[src/rtl/step_dbg_pkg.sv]
package step_dbg_pkg;
  localparam int NBTN = 2;
  localparam int BTN_STEP = 0;
  localparam int BTN_RUN = 1;

  // strobes from the control FSM to the datapath flops
  typedef struct packed {
    logic readyOn;
    logic readyOff;
    logic writeSet;
    logic writeClr;
  } stepStrobeT;

  // synchronised events and state from datapath to control
  typedef struct packed {
    logic phiFall;
    logic syncHi;
    logic isWrite;
    logic stepPress;
    logic runPress;
    logic writeOk;
  } stepEventT;
endpackage

[src/rtl/btn_debounce.sv]
module btn_debounce #(
  parameter int DB_LEN = 16
) (
  input  logic clk,
  input  logic rstN,
  input  logic rawIn,
  output logic pressOut
);
  localparam int CW = $clog2(DB_LEN + 1);

  logic [1:0]    syncQ;
  logic          stableQ;
  logic [CW-1:0] cntQ;
  logic          pulseQ;

  always_ff @(posedge clk or negedge rstN) begin
    if (!rstN) begin
      syncQ   <= '0;
      stableQ <= 1'b0;
      cntQ    <= '0;
      pulseQ  <= 1'b0;
    end else begin
      syncQ <= {syncQ[0], rawIn};
      if (syncQ[1] != stableQ) begin
        if (cntQ == CW'(DB_LEN - 1)) begin
          stableQ <= syncQ[1];
          cntQ    <= '0;
          pulseQ  <= syncQ[1];
        end else begin
          cntQ   <= cntQ + 1'b1;
          pulseQ <= 1'b0;
        end
      end else begin
        cntQ   <= '0;
        pulseQ <= 1'b0;
      end
    end
  end

  assign pressOut = pulseQ;

  // a press yields a single-clock pulse
  p_pulse_single_r2: assert property (@(posedge clk) disable iff (!rstN)
    pulseQ |=> !pulseQ);
endmodule

[src/rtl/step_dbg_datapath.sv]
module step_dbg_datapath
  import step_dbg_pkg::*;
#(
  parameter int DB_LEN = 16
) (
  input  logic       clk,
  input  logic       rstN,
  input  logic       phi2,
  input  logic       syncIn,
  input  logic       rwIn,
  input  logic       stepBtn,
  input  logic       runBtn,
  input  stepStrobeT st,
  output stepEventT  ev,
  output logic       readyOut
);
  logic [2:0]      busS1, busS2;
  logic            phiPrev;
  logic [NBTN-1:0] rawBtn, pressPulse;
  logic            readyQ, writeOkQ;

  always_ff @(posedge clk or negedge rstN) begin
    if (!rstN) begin
      busS1   <= 3'b001;
      busS2   <= 3'b001;
      phiPrev <= 1'b0;
    end else begin
      busS1   <= {phi2, syncIn, rwIn};
      busS2   <= busS1;
      phiPrev <= busS2[2];
    end
  end

  assign rawBtn[BTN_STEP] = stepBtn;
  assign rawBtn[BTN_RUN]  = runBtn;

  for (genvar i = 0; i < NBTN; i++) begin : g_btn
    btn_debounce #(.DB_LEN(DB_LEN)) u_db (
      .clk(clk), .rstN(rstN), .rawIn(rawBtn[i]), .pressOut(pressPulse[i])
    );
  end

  always_ff @(posedge clk or negedge rstN) begin
    if (!rstN) begin
      readyQ   <= 1'b0;
      writeOkQ <= 1'b1;
    end else begin
      if (st.readyOn)       readyQ <= 1'b1;
      else if (st.readyOff) readyQ <= 1'b0;
      if (st.writeClr)      writeOkQ <= 1'b0;
      else if (st.writeSet) writeOkQ <= 1'b1;
    end
  end

  always_comb begin
    ev.phiFall   = phiPrev & ~busS2[2];
    ev.syncHi    = busS2[1];
    ev.isWrite   = ~busS2[0];
    ev.stepPress = pressPulse[BTN_STEP];
    ev.runPress  = pressPulse[BTN_RUN];
    ev.writeOk   = writeOkQ;
  end

  assign readyOut = readyQ;

  // ready moves only in the low half of phase 2
  p_ready_moves_low_r4: assert property (@(posedge clk) disable iff (!rstN)
    !$stable(readyQ) |-> !busS2[2]);
endmodule

[src/rtl/step_dbg_ctrl.sv]
module step_dbg_ctrl
  import step_dbg_pkg::*;
#(
  parameter int WR_LIM = 3
) (
  input  logic       clk,
  input  logic       rstN,
  input  logic       instrMode,
  input  stepEventT  ev,
  output stepStrobeT st,
  output logic       haltedOut
);
  localparam int WRW = $clog2(WR_LIM + 1);

  logic           runningQ, steppingQ, pendingQ;
  logic [WRW-1:0] wrRunQ;
  logic           stopNow, canAccept;

  always_comb begin
    st        = '0;
    stopNow   = instrMode ? ev.syncHi : !(ev.isWrite && (wrRunQ < WRW'(WR_LIM)));
    canAccept = ev.stepPress && !runningQ && !steppingQ && !pendingQ;
    if (ev.phiFall) begin
      if (runningQ) begin
        st.readyOn = 1'b1;
      end else if (steppingQ) begin
        st.writeClr = ev.isWrite;
        st.readyOff = stopNow;
      end else if (pendingQ) begin
        st.readyOn = 1'b1;
      end else begin
        st.readyOff = 1'b1;
      end
    end
    if (canAccept && !ev.writeOk) st.writeSet = 1'b1;
  end

  always_ff @(posedge clk or negedge rstN) begin
    if (!rstN) begin
      runningQ  <= 1'b0;
      steppingQ <= 1'b0;
      pendingQ  <= 1'b0;
      wrRunQ    <= '0;
    end else begin
      if (ev.phiFall) begin
        if (runningQ) begin
          steppingQ <= 1'b0;
          wrRunQ    <= '0;
        end else if (steppingQ) begin
          if (stopNow) begin
            steppingQ <= 1'b0;
            wrRunQ    <= '0;
          end else if (ev.isWrite) begin
            wrRunQ <= wrRunQ + 1'b1;
          end else begin
            wrRunQ <= '0;
          end
        end else if (pendingQ) begin
          steppingQ <= 1'b1;
          pendingQ  <= 1'b0;
        end
      end
      if (ev.runPress) begin
        runningQ <= ~runningQ;
        pendingQ <= 1'b0;
      end else if (canAccept && ev.writeOk) begin
        pendingQ <= 1'b1;
      end
    end
  end

  assign haltedOut = ~runningQ;

  // a cycle-mode step over a read ends at the next falling edge
  p_cycle_step_ends_r3: assert property (@(posedge clk) disable iff (!rstN)
    (steppingQ && ev.phiFall && !runningQ && !instrMode && !ev.isWrite) |=> !steppingQ);
  // a press while locked never queues a step
  p_lock_blocks_step_r7: assert property (@(posedge clk) disable iff (!rstN)
    (ev.stepPress && !ev.writeOk) |=> !pendingQ);
  // no step request survives in run mode
  p_run_no_pending_r8: assert property (@(posedge clk) disable iff (!rstN)
    runningQ |-> !pendingQ);
endmodule

[src/rtl/cpu_step_ctrl.sv]
module cpu_step_ctrl
  import step_dbg_pkg::*;
#(
  parameter int DB_LEN = 16,
  parameter int WR_LIM = 3
) (
  input  logic clk,
  input  logic rstN,
  input  logic phi2,
  input  logic syncIn,
  input  logic rwIn,
  input  logic instrMode,
  input  logic stepBtn,
  input  logic runBtn,
  output logic readyOut,
  output logic haltedOut
);
  stepStrobeT st;
  stepEventT  ev;

  step_dbg_datapath #(.DB_LEN(DB_LEN)) u_dp (
    .clk(clk), .rstN(rstN), .phi2(phi2), .syncIn(syncIn), .rwIn(rwIn),
    .stepBtn(stepBtn), .runBtn(runBtn), .st(st), .ev(ev), .readyOut(readyOut)
  );

  step_dbg_ctrl #(.WR_LIM(WR_LIM)) u_ctrl (
    .clk(clk), .rstN(rstN), .instrMode(instrMode), .ev(ev), .st(st),
    .haltedOut(haltedOut)
  );

  // in run mode ready never drops until halt is chosen again
  p_run_keeps_ready_r8: assert property (@(posedge clk) disable iff (!rstN)
    (!haltedOut && readyOut) |=> (readyOut || haltedOut));
endmodule

[config.mk]
export PLATFORM = sky130hd
export DESIGN_NAME = cpu_step_ctrl
export DESIGN_NICKNAME = d
export VERILOG_FILES = /design/src/rtl/step_dbg_pkg.sv /design/src/rtl/btn_debounce.sv /design/src/rtl/step_dbg_datapath.sv /design/src/rtl/step_dbg_ctrl.sv /design/src/rtl/cpu_step_ctrl.sv
export SDC_FILE = /design/constraint.sdc
export NUM_CORES = 1
export LEC_CHECK = 0
export ABC_AREA = 1
export BUFFER_PORTS_ARGS = -buffer_cell sky130_fd_sc_hd__buf_4
export CAP_MARGIN = 15
export CELL_PAD_IN_SITES_DETAIL_PLACEMENT = 0
export CELL_PAD_IN_SITES_GLOBAL_PLACEMENT = 2
export CORE_MARGIN = 5
export CORE_UTILIZATION = 30
export DETAILED_ROUTE_END_ITERATION = 16
export PLACE_DENSITY_LB_ADDON = 0.1
export SYNTH_ARGS = -nofsm -noshare
export SYNTH_HDL_FRONTEND = slang
export SYNTH_SLANG_ARGS = --single-unit
[constraint.sdc]
create_clock -name clk -period 1.5 [get_ports clk]
set_clock_uncertainty 0.15 [all_clocks]
set_input_delay 0.075 -clock clk [delete_from_list [all_inputs] [get_ports clk]]
set_output_delay 0.075 -clock clk [all_outputs]
set_load 0.01 [all_outputs]
==> results of run 1 <==
[cell usage after synthesis (all sizes together)]
master,count
nand3,5
ha,3
a21oi,1
dfstp,3
xnor2,2
nor2,16
nor3b,2
xor2,3
or2,2
dfrtp,29
nor3,2
inv,13
o21ai,4
nand2,32
[metrics by stage]
step	total power, W	hold WS (ps)	utilization (%)
detailed placement	0.001061	-110.5	34.18
global route	0.001968	68.16	38.75
global placement	0.001059	-115.9	34.18
floorplan	0.001009	-370.6	-
CTS	0.001892	28.24	38.43
finish	0.001853	34.55	38.75
[cells by family after synthesis]
group           Yosys count  synth area share, %
flops                    32                66.91
buf+inv                  13                4.059
xor+xnor                  5                3.643
fa+ha+maj                 3                3.122
compound gates            5                2.081
simple gates             59                20.19
[power groups by stage]
| stage | clock (W) | combinational, W | sequential [W] |
|---|---|---|---|
| after floorplan | 0 | 0.0000604 | 0.000949 |
| after global placement | 0 | 0.000104 | 0.000956 |
| after detailed placement | 0 | 0.000104 | 0.000957 |
| after CTS | 0.000833 | 0.000117 | 0.000941 |
| after global routing | 0.000876 | 0.000145 | 0.000946 |
| final | 0.000797 | 0.000117 | 0.000940 |
[worst reg2reg max path: stages (launching register included)]
cell                      delay (ps)
sky130_fd_sc_hd__dfrtp_1         390
sky130_fd_sc_hd__ha_2            190
sky130_fd_sc_hd__nand2_1          70
sky130_fd_sc_hd__nor2_1           60
sky130_fd_sc_hd__nand2_2         100
sky130_fd_sc_hd__inv_2            40
sky130_fd_sc_hd__or2_1           230
sky130_fd_sc_hd__nor2_1          100
[state kept, by name, indices dropped and copies added, names as in the netlist]
name,flops
u_dp.g_btn.u_db.cntQ,10
u_dp.writeOkQ,1
u_ctrl.steppingQ,1
u_dp.phiPrev,1
u_dp.readyOut,1
u_ctrl.runningQ,1
u_ctrl.wrRunQ,2
u_dp.busS1,3
u_dp.g_btn.u_db.syncQ,4
u_dp.busS2,3
u_dp.g_btn.u_db.pressOut,2
u_dp.g_btn.u_db.stableQ,2
u_ctrl.pendingQ,1
[worst min path at each step]
| stage | to | slack [ps] | cells past startpoint |
|---|---|---|---|
| floorplan | u_ctrl.pendingQ | -370 | 0 |
| global route | u_ctrl.wrRunQ[1] | 70 | 6 |
| global placement | u_dp.g_btn[0].u_db.cntQ[4] | -120 | 1 |
| detailed placement | u_dp.g_btn[0].u_db.cntQ[4] | -110 | 1 |
| CTS | u_ctrl.wrRunQ[1] | 30 | 6 |
| finish | u_ctrl.wrRunQ[1] | 30 | 6 |
[cell type report]
| type | count | area, µm² | share of cell area, % |
|---|---|---|---|
| clock buffer | 6 | 72.57 | 4.750 |
| clock inverter | 2 | 35.03 | 2.293 |
| inverter | 13 | 48.80 | 3.194 |
| multi-input combinational | 72 | 354.1 | 23.18 |
| sequential | 32 | 804.5 | 52.66 |
| tap | 50 | 62.56 | 4.095 |
| timing repair buffer | 18 | 150.1 | 9.828 |
[routing by layer]
| layer | share of wire [%] | vias to the layer above | track usage, % |
|---|---|---|---|
| met4 | 2.1 | 0 | 5.433 |
| met5 | 0 | - | 0 |
| met3 | 6.7 | 6 | 4.514 |
| met1 | 48 | 358 | 11.04 |
| li1 | - | 408 | - |
| met2 | 43 | 17 | 12.02 |
[what timing repair did]
action                     CTS  global route
resized for setup            0             3
setup endpoints to repair    0             2
hold endpoints to repair    37             0
hold buffers                 6             0
setup buffers                0             1
==> results_dict.tcl, run 1 <==
set metrics [dict create \
    effective_utilization_at_floorplan_pct 30.50 \
    post_synth_instance_area_mm2 0.001202 \
    sw_frac_of_total_pct 21.11 \
    top_cell_by_count_worst_path "sky130_fd_sc_hd__nor2_1" \
    cp_launch_type "flop" \
    cts.root.buffer_cell "sky130_fd_sc_hd__clkbuf_8" \
    detail-route-antenna-nets 0 \
    placement.cell_area_mm2 0.001348 \
    drt_wl_total_um 1891 \
    tritoncts "yes" \
    pwr-share-comb_pct 6.3 \
    synth.yosys.warnings 0 \
    crit_path_end_kind "flop" \
    worst_path_max_delay_cell "sky130_fd_sc_hd__dfrtp_1" \
    layout-drive-gt1-share_pct 17.48 \
    fin_nets 153 \
    critical_path_endpoint "u_dp.g_btn[0].u_db.cntQ[0]" \
    max_vdd_drop_v 0.0006270 \
    dp.cells 178 \
    htree_levels 2 \
    floorplan_die_width_um 73.31 \
    critPathLaunch "u_dp.g_btn[0].u_db.cntQ[0]" \
    placement.setup.worst_slack_ps 68.93 \
    cts-root-to-sink-buffers 2 \
    num_antenna_cells 0 \
    r2r_cells 7 \
    final_area_mm2 0.001528 \
    syn_nets 128 \
    worst_pin_slew_ps 412.2 \
    detailedPlacementHpwl_um 1315 \
    grt_first_pass_wirelength_um 3387 \
    detail_route.wl_per_cell_um 9.798 \
    reg2reg_to "u_dp.g_btn[0].u_db.cntQ[0]" \
    drt_drc_violations_left 0 \
    layout_commonest_cell "sky130_fd_sc_hd__nand2_1" \
    cpPeakStageDelay_ps 390 \
    layout_common_cells "sky130_fd_sc_hd__nand2_1, sky130_fd_sc_hd__dfrtp_1, sky130_fd_sc_hd__nor2_1, sky130_fd_sc_hd__inv_1, sky130_fd_sc_hd__buf_4" \
    p_switching_w 0.0003912 \
    outcome "finished, final reports clean" \
    number_of_global_route_vias_before_repair 784 \
    final.setup.worst_slack_ps 111.4 \
    floorplan.rows 23 \
    area_growth_syn_to_layout_pct 27.06 \
    share_seq_of_total_power_pct 50.7 \
    place_congestion 0.7354 \
    grt_usage_pct 8.840 \
    critPathBufInv 1 \
    worstSetupPathDepth 7 \
    synth_area_per_cell_um2 10.28 \
    regToRegStartpoint "u_dp.g_btn[0].u_db.cntQ[0]" \
    io_buffer_count 9 \
    grt_max_degree 33 \
    count_of_vias_placed_by_the_detailed_router 789 \
    hold_viol 0 \
    post_synth_inst_count 117 \
    criticalPathCategory "flop to flop" \
    cellInternalPower_w 0.001462 \
    final-max-slew-violation-count 0 \
    cellLeakagePower_nw 0.7754 \
    ys_ff_latch 32 \
    fmax_ghz 0.7201 \
    critical_path_peak_fanout 3 \
    fin_setup_tns_ps 0 \
    synth_sequential_area_ratio_pct 66.91 \
    drt_iter0_drc 46 \
    hp-start "instrMode" \
    pin_count 10 \
    synth_largest_area_cell "sky130_fd_sc_hd__dfrtp_1" \
    initial_antenna_violation_count 0 \
    regToRegSetupSlack_ps 110 \
    worstPathRequired_ps 1570 \
    die_height_um 73.31 \
    pwr_per_cell_area_mw_per_mm2 1213 \
    synth_largest_type_area_fraction_pct 60.35 \
    post_drt_via_cell_ratio 4.088 \
    setup_viol 0 \
    crit_path_cell_trace "ha_2 -> nand2_1 -> nor2_1 -> nand2_2 -> inv_2 -> or2_1 -> nor2_1" \
    clock_latency_ps 280 \
    hold_path_class "primary input to flop" \
    final.fill_count 396 \
    pwr-share-clk_pct 43.0 \
    cts.clk_slew.worst_paths_ps 70 \
    time_the_final_worst_path_needs_with_i_o_delays_and_setup_ps 1389 \
    cts_buffers 5 \
    yosys-top-cells-area "sky130_fd_sc_hd__dfrtp_1, sky130_fd_sc_hd__nand2_1, sky130_fd_sc_hd__dfstp_2" \
    core_mm2 0.003943 \
    floorplan.die_area_mm2 0.005374 \
    numClockSinks 32 \
    arrival_ps 1450 \
    rsz_0062_raised_after_global_routing "no" \
    maxCapViolations 0 \
    final_min_period_over_clock_period_pct 92.57 \
    post_layout_nonfiller_instances 193 \
    timing.slew.headroom_pct 72.32 \
    drt-pass1-iter-count 4 \
    yosys.cell_types.count 14 \
    overflow 0 \
    critPathTopFamily "simple AND/OR/NAND/NOR gates" \
]
No activity file was read; power rests on OpenSTA's default activity.
==> run 2: changes to the inputs <==
--- a/config.mk
+++ b/config.mk
@@ -10,7 +10,7 @@
 export CAP_MARGIN = 15
 export CELL_PAD_IN_SITES_DETAIL_PLACEMENT = 0
 export CELL_PAD_IN_SITES_GLOBAL_PLACEMENT = 2
-export CORE_MARGIN = 5
+export CORE_MARGIN = 2
 export CORE_UTILIZATION = 30
 export DETAILED_ROUTE_END_ITERATION = 16
 export PLACE_DENSITY_LB_ADDON = 0.1
==> results_dict.tcl, run 2 (synthesis results as in run 1) <==
set metrics [dict create \
    pwr-share-comb_pct 6.9 \
    critPathTopFamily "simple AND/OR/NAND/NOR gates" \
    criticalPathCategory "flop to flop" \
    sw_frac_of_total_pct 22.08 \
    total_area_of_multi_input_combinational_cells_um2 361.6 \
    worstHoldPathCells 6 \
    regToRegSetupSlack_ps 100 \
    detail-route-antenna-nets 0 \
    pwr-share-clk_pct 38.6 \
    final_min_period_over_clock_period_pct 93.38 \
    cellLeakagePower_nw 0.7669 \
    final-max-slew-violation-count 0 \
    fin_setup_tns_ps 0 \
    post_drt_via_cell_ratio 4.187 \
    rsz_0062_raised_after_global_routing "no" \
    final.setup.worst_slack_ps 99.29 \
    worst_path_max_delay_cell "sky130_fd_sc_hd__dfrtp_1" \
    max_vdd_drop_v 0.0004205 \
    tritoncts "yes" \
    hp-start "instrMode" \
    max_flop_register "u_dp.g_btn.u_db.cntQ" \
    crit_path_end_kind "flop" \
    core_mm2 0.003914 \
    numClockSinks 32 \
    regToRegStartpoint "u_dp.g_btn[0].u_db.cntQ[0]" \
    fin_nets 153 \
    share_seq_of_total_power_pct 54.5 \
    largest_register_ff_count 10 \
    grt_first_pass_wirelength_um 3305 \
    floorplan.rows 23 \
    drt-pass1-iter-count 4 \
    clock_latency_ps 280 \
    worst_pin_slew_ps 441.7 \
    count_of_vias_placed_by_the_detailed_router 808 \
    cts-root-to-sink-buffers 2 \
    reg2reg_to "u_dp.g_btn[0].u_db.cntQ[0]" \
    p_switching_w 0.0003809 \
    grt_max_degree 33 \
    final.fill_count 428 \
    placement.setup.worst_slack_ps 62.77 \
    initial_antenna_violation_count 0 \
    die_height_um 67.31 \
    pin_count 10 \
    effective_utilization_at_floorplan_pct 30.72 \
    drt_iter0_drc 36 \
    floorplan_die_width_um 67.31 \
    layout_commonest_cell "sky130_fd_sc_hd__nand2_1" \
    overflow 0 \
    floorplan.die_area_mm2 0.004531 \
    detailedPlacementHpwl_um 1293 \
    maxCapViolations 0 \
    critical_path_peak_fanout 3 \
    hold_path_class "primary input to flop" \
    layout.area.seq_um2 804.5 \
    grt_usage_pct 10.27 \
    layout-drive-gt1-share_pct 18.18 \
    min_to "u_ctrl.wrRunQ[0]" \
    drt_drc_violations_left 0 \
    drt_wl_total_um 1909 \
    area_growth_syn_to_layout_pct 26.22 \
    cts_buffers 5 \
    hold_viol 0 \
    worstSetupPathDepth 7 \
    htree_levels 2 \
    num_antenna_cells 0 \
    time_the_final_worst_path_needs_with_i_o_delays_and_setup_ps 1401 \
    top_cell_by_count_worst_path "sky130_fd_sc_hd__nand2_2" \
    number_of_global_route_vias_before_repair 779 \
    layout_common_cells "sky130_fd_sc_hd__nand2_1, sky130_fd_sc_hd__dfrtp_1, sky130_fd_sc_hd__nor2_1, sky130_fd_sc_hd__inv_1, sky130_fd_sc_hd__buf_4" \
    critPathBufInv 1 \
    crit_path_cell_trace "ha_2 -> nand2_2 -> nor2_2 -> nand2_2 -> inv_1 -> or2_1 -> nor2_1" \
    arrival_ps 1460 \
    cts.clk_slew.worst_paths_ps 60 \
    setup_viol 0 \
    r2r_cells 7 \
    io_buffer_count 9 \
    total_power_w 0.001725 \
    worstPathRequired_ps 1560 \
    cts.root.buffer_cell "sky130_fd_sc_hd__clkbuf_8" \
    cp_launch_type "flop" \
    place_congestion 0.6739 \
    outcome "finished, final reports clean" \
    cpPeakStageDelay_ps 390 \
    cellInternalPower_w 0.001345 \
    fmax_ghz 0.7139 \
    largestRegisters "u_dp.g_btn.u_db.cntQ (10), u_dp.g_btn.u_db.syncQ (4)" \
    timing.slew.headroom_pct 70.34 \
    pwr_per_cell_area_mw_per_mm2 1137 \
    detail_route.wl_per_cell_um 9.891 \
]
run 2: per-layer routing:
metal | share of wire (%) | up-vias | track usage [%]
li1 | - | 410 | -
met1 | 47 | 378 | 11.44
met2 | 46 | 15 | 15.84
met3 | 5.0 | 5 | 5.000
met4 | 1.8 | 0 | 6.122
met5 | 0 | - | 0
run 2: worst register-to-register path: stages (launching register included):
cell and delay [ps]:
sky130_fd_sc_hd__dfrtp_1 390, sky130_fd_sc_hd__ha_2 190, sky130_fd_sc_hd__nand2_2 80, sky130_fd_sc_hd__nor2_2 50, sky130_fd_sc_hd__nand2_2 90, sky130_fd_sc_hd__inv_1 50
sky130_fd_sc_hd__or2_1 230, sky130_fd_sc_hd__nor2_1 100
run 2: how the worst max path moves through the flow:
stage / from / endpoint
after floorplan: u_dp.g_btn[0].u_db.cntQ[0] / u_dp.g_btn[0].u_db.cntQ[0]
after CTS: u_dp.g_btn[0].u_db.cntQ[0] / u_dp.g_btn[0].u_db.cntQ[0]
final: u_dp.g_btn[0].u_db.cntQ[0] / u_dp.g_btn[0].u_db.cntQ[0]
after global routing: u_dp.g_btn[0].u_db.cntQ[1] / u_dp.g_btn[0].u_db.cntQ[0]
after detailed placement: u_dp.g_btn[0].u_db.cntQ[0] / u_dp.g_btn[0].u_db.cntQ[0]
after global placement: u_dp.g_btn[0].u_db.cntQ[0] / u_dp.g_btn[0].u_db.cntQ[0]
run 2: power groups by stage:
stage / Clock (W) / Sequential, W / Combinational, W
after global routing: 0.000741 / 0.000946 / 0.000136
after detailed placement: 0 / 0.000957 / 0.000104
after global placement: 0 / 0.000955 / 0.000104
after CTS: 0.000701 / 0.000941 / 0.000117
after floorplan: 0 / 0.000949 / 0.0000604
final: 0.000666 / 0.000941 / 0.000118
run 2: area by class of cell:
cell class / instances / share of cell area (%)
clock buffer: 8 / 5.936
inverter: 13 / 3.215
multi-input combinational: 72 / 23.83
sequential: 32 / 53.01
tap: 50 / 4.122
timing repair buffer: 18 / 9.893
run 2: through the flow:
| stage | hold WS [ps] | cells | util [%] | cell area, µm² |
|---|---|---|---|---|
| after floorplan | -370.6 | 117 | - | 1202 |
| after global placement | -113.4 | 177 | 34.24 | 1340 |
| after detailed placement | -108.8 | 177 | 34.24 | 1340 |
| after CTS | 22.00 | 191 | 38.08 | 1490 |
| after global routing | 72.88 | 193 | 38.78 | 1518 |
| final | 29.44 | 193 | 38.78 | 1518 |
run 2: repair_timing:
| action | in CTS | in global routing |
|---|---|---|
| endpoints found under the hold margin | 37 | 0 |
| setup buffers | 0 | 2 |
| gates resized for setup | 0 | 5 |
| hold buffers | 6 | 0 |
| setup endpoints to repair | 0 | 4 |
==> run 3: changes to the inputs <==
--- a/config.mk
+++ b/config.mk
@@ -10,7 +10,8 @@
 export CAP_MARGIN = 15
 export CELL_PAD_IN_SITES_DETAIL_PLACEMENT = 0
 export CELL_PAD_IN_SITES_GLOBAL_PLACEMENT = 2
-export CORE_MARGIN = 2
+export CORE_ASPECT_RATIO = 2
+export CORE_MARGIN = 8
 export CORE_UTILIZATION = 30
 export DETAILED_ROUTE_END_ITERATION = 16
 export PLACE_DENSITY_LB_ADDON = 0.1
==> results_dict.tcl, run 3 (synthesis results as in run 1) <==
set metrics [dict create \
    area_growth_syn_to_layout_pct 26.01 \
    drt_drc_violations_left 0 \
    grt_max_degree 33 \
    core_mm2 0.003844 \
    grt_first_pass_wirelength_um 3808 \
    cellInternalPower_w 0.001296 \
    setup_viol 0 \
    count_of_vias_placed_by_the_detailed_router 822 \
    clock_latency_ps 280 \
    drt_wl_total_um 2161 \
    total_power_w 0.001673 \
    floorplan_die_width_um 60.77 \
    worstPathRequired_ps 1560 \
    cts_buffers 5 \
    arrival_ps 1450 \
    detail_route.wl_per_cell_um 11.08 \
    cts.root.buffer_cell "sky130_fd_sc_hd__clkbuf_8" \
    layout-drive-gt1-share_pct 18.06 \
    sw_frac_of_total_pct 22.52 \
    detail-route-antenna-nets 0 \
    hold_viol 0 \
    share_seq_of_total_power_pct 56.3 \
    layout_commonest_cell "sky130_fd_sc_hd__nand2_1" \
    fin_setup_tns_ps 0 \
    final-max-slew-violation-count 0 \
    utilization_pct 39.42 \
    post_drt_via_cell_ratio 4.215 \
    crit_path_end_kind "flop" \
    final_area_mm2 0.001515 \
    worst_pin_slew_ps 402.2 \
    detailedPlacementHpwl_um 1590 \
    holdWs_ps 46.75 \
    io_buffer_count 9 \
    timing.slew.headroom_pct 73.19 \
    floorplan.die_area_mm2 0.006413 \
    floorplan.rows 32 \
    largestRegisters "u_dp.g_btn.u_db.cntQ (10), u_dp.g_btn.u_db.syncQ (4)" \
    overflow 0 \
    final_min_period_over_clock_period_pct 93.11 \
    pwr-share-clk_pct 36.6 \
    layout_common_cells "sky130_fd_sc_hd__nand2_1, sky130_fd_sc_hd__dfrtp_1, sky130_fd_sc_hd__nor2_1, sky130_fd_sc_hd__inv_1, sky130_fd_sc_hd__buf_4" \
    num_antenna_cells 0 \
    max_flop_register "u_dp.g_btn.u_db.cntQ" \
    cts.clk_slew.worst_paths_ps 60 \
    htree_levels 2 \
    initial_antenna_violation_count 0 \
    critPathLaunch "u_dp.g_btn[1].u_db.cntQ[0]" \
    fin_nets 154 \
    critical_path_peak_fanout 3 \
    criticalPathCategory "flop to flop" \
    drt-pass1-iter-count 4 \
    cellLeakagePower_nw 0.7700 \
    cts-root-to-sink-buffers 2 \
    place_congestion 0.6839 \
    hold_path_class "primary input to flop" \
    p_switching_w 0.0003767 \
    placement.cell_area_mm2 0.001349 \
    effective_utilization_at_floorplan_pct 31.28 \
    tritoncts "yes" \
    max_vdd_drop_v 0.0008458 \
    regToRegStartpoint "u_dp.g_btn[1].u_db.cntQ[0]" \
    drt_iter0_drc 15 \
    pin_count 10 \
    numClockSinks 32 \
    grt_usage_pct 8.153 \
    number_of_global_route_vias_before_repair 840 \
    die_height_um 105.5 \
    hp-start "instrMode" \
    rsz_0062_raised_after_global_routing "no" \
    maxCapViolations 0 \
    time_the_final_worst_path_needs_with_i_o_delays_and_setup_ps 1397 \
    outcome "finished, final reports clean" \
    fmax_ghz 0.7160 \
    largest_register_ff_count 10 \
    cp_launch_type "flop" \
    pwr-share-comb_pct 7.1 \
    pwr_per_cell_area_mw_per_mm2 1104 \
]
-- run 3: area by class of cell --
| class | instances | area (µm²) |
|---|---|---|
| inverters | 13 | 48.80 |
| repair buffers | 19 | 157.7 |
| flip-flops and latches | 32 | 804.5 |
| well taps | 51 | 63.81 |
| multi-input cells | 72 | 359.1 |
| fillers | 413 | 2328 |
| clock buffers | 7 | 76.32 |
| clock inverters | 1 | 5.005 |
-- run 3: what timing repair did --
| item | 4_1_cts | 5_1_grt |
|---|---|---|
| buffers inserted | 0 | 2 |
| setup endpoints to repair | 0 | 3 |
| hold buffers | 6 | 0 |
| hold endpoints to repair | 37 | 0 |
| gates resized for setup | 0 | 4 |
-- run 3: path summary, 6_finish.rpt --
kind                                              endpoint  slack, ps  cells past startpoint
max in group asynchronous                    u_dp.writeOkQ        750                      2
worst max-delay path            u_dp.g_btn[1].u_db.cntQ[3]        100                      7
min in group asynchronous                    u_dp.busS2[1]        110                      2
worst max register to register  u_dp.g_btn[1].u_db.cntQ[3]        100                      7
worst min register to register               u_dp.busS2[2]        200                      0
worst min-delay path                      u_ctrl.wrRunQ[1]         50                      6
-- run 3: metal layers --
layer  part of all wire, %  global-route usage, %  vias up
li1                      -                      -      411
met1                    39                  7.985      392
met2                    54                  13.39       13
met3                   3.7                  3.045        6
met4                   3.1                  5.546        0
met5                     0                      0        -
-- run 3: worst max-delay path: stages, from the launching register on --
cell and delay [ps]:
sky130_fd_sc_hd__dfrtp_1 400, sky130_fd_sc_hd__ha_1 210, sky130_fd_sc_hd__nand2_1 70, sky130_fd_sc_hd__nor2_1 50, sky130_fd_sc_hd__nand2_1 70, sky130_fd_sc_hd__inv_1 50, sky130_fd_sc_hd__or2_1 230, sky130_fd_sc_hd__nor2_1 100
-- run 3: through the flow --
stage | setup WS (ps) | cells
6_report | 103.4 | 195
3_3_place_gp | 66.07 | 179
4_1_cts | 51.06 | 193
2_1_floorplan | 185.6 | 117
5_1_grt | 7.704 | 195
3_5_place_dp | 62.70 | 179
-- run 3: power groups by stage --
stage / clock network, W / registers [W] / logic [W]
after CTS: 0.000656 / 0.000941 / 0.000119
after global routing: 0.000701 / 0.000946 / 0.000140
after global placement: 0 / 0.000955 / 0.000106
after detailed placement: 0 / 0.000957 / 0.000106
after floorplan: 0 / 0.000949 / 0.0000604
final: 0.000612 / 0.000941 / 0.000119
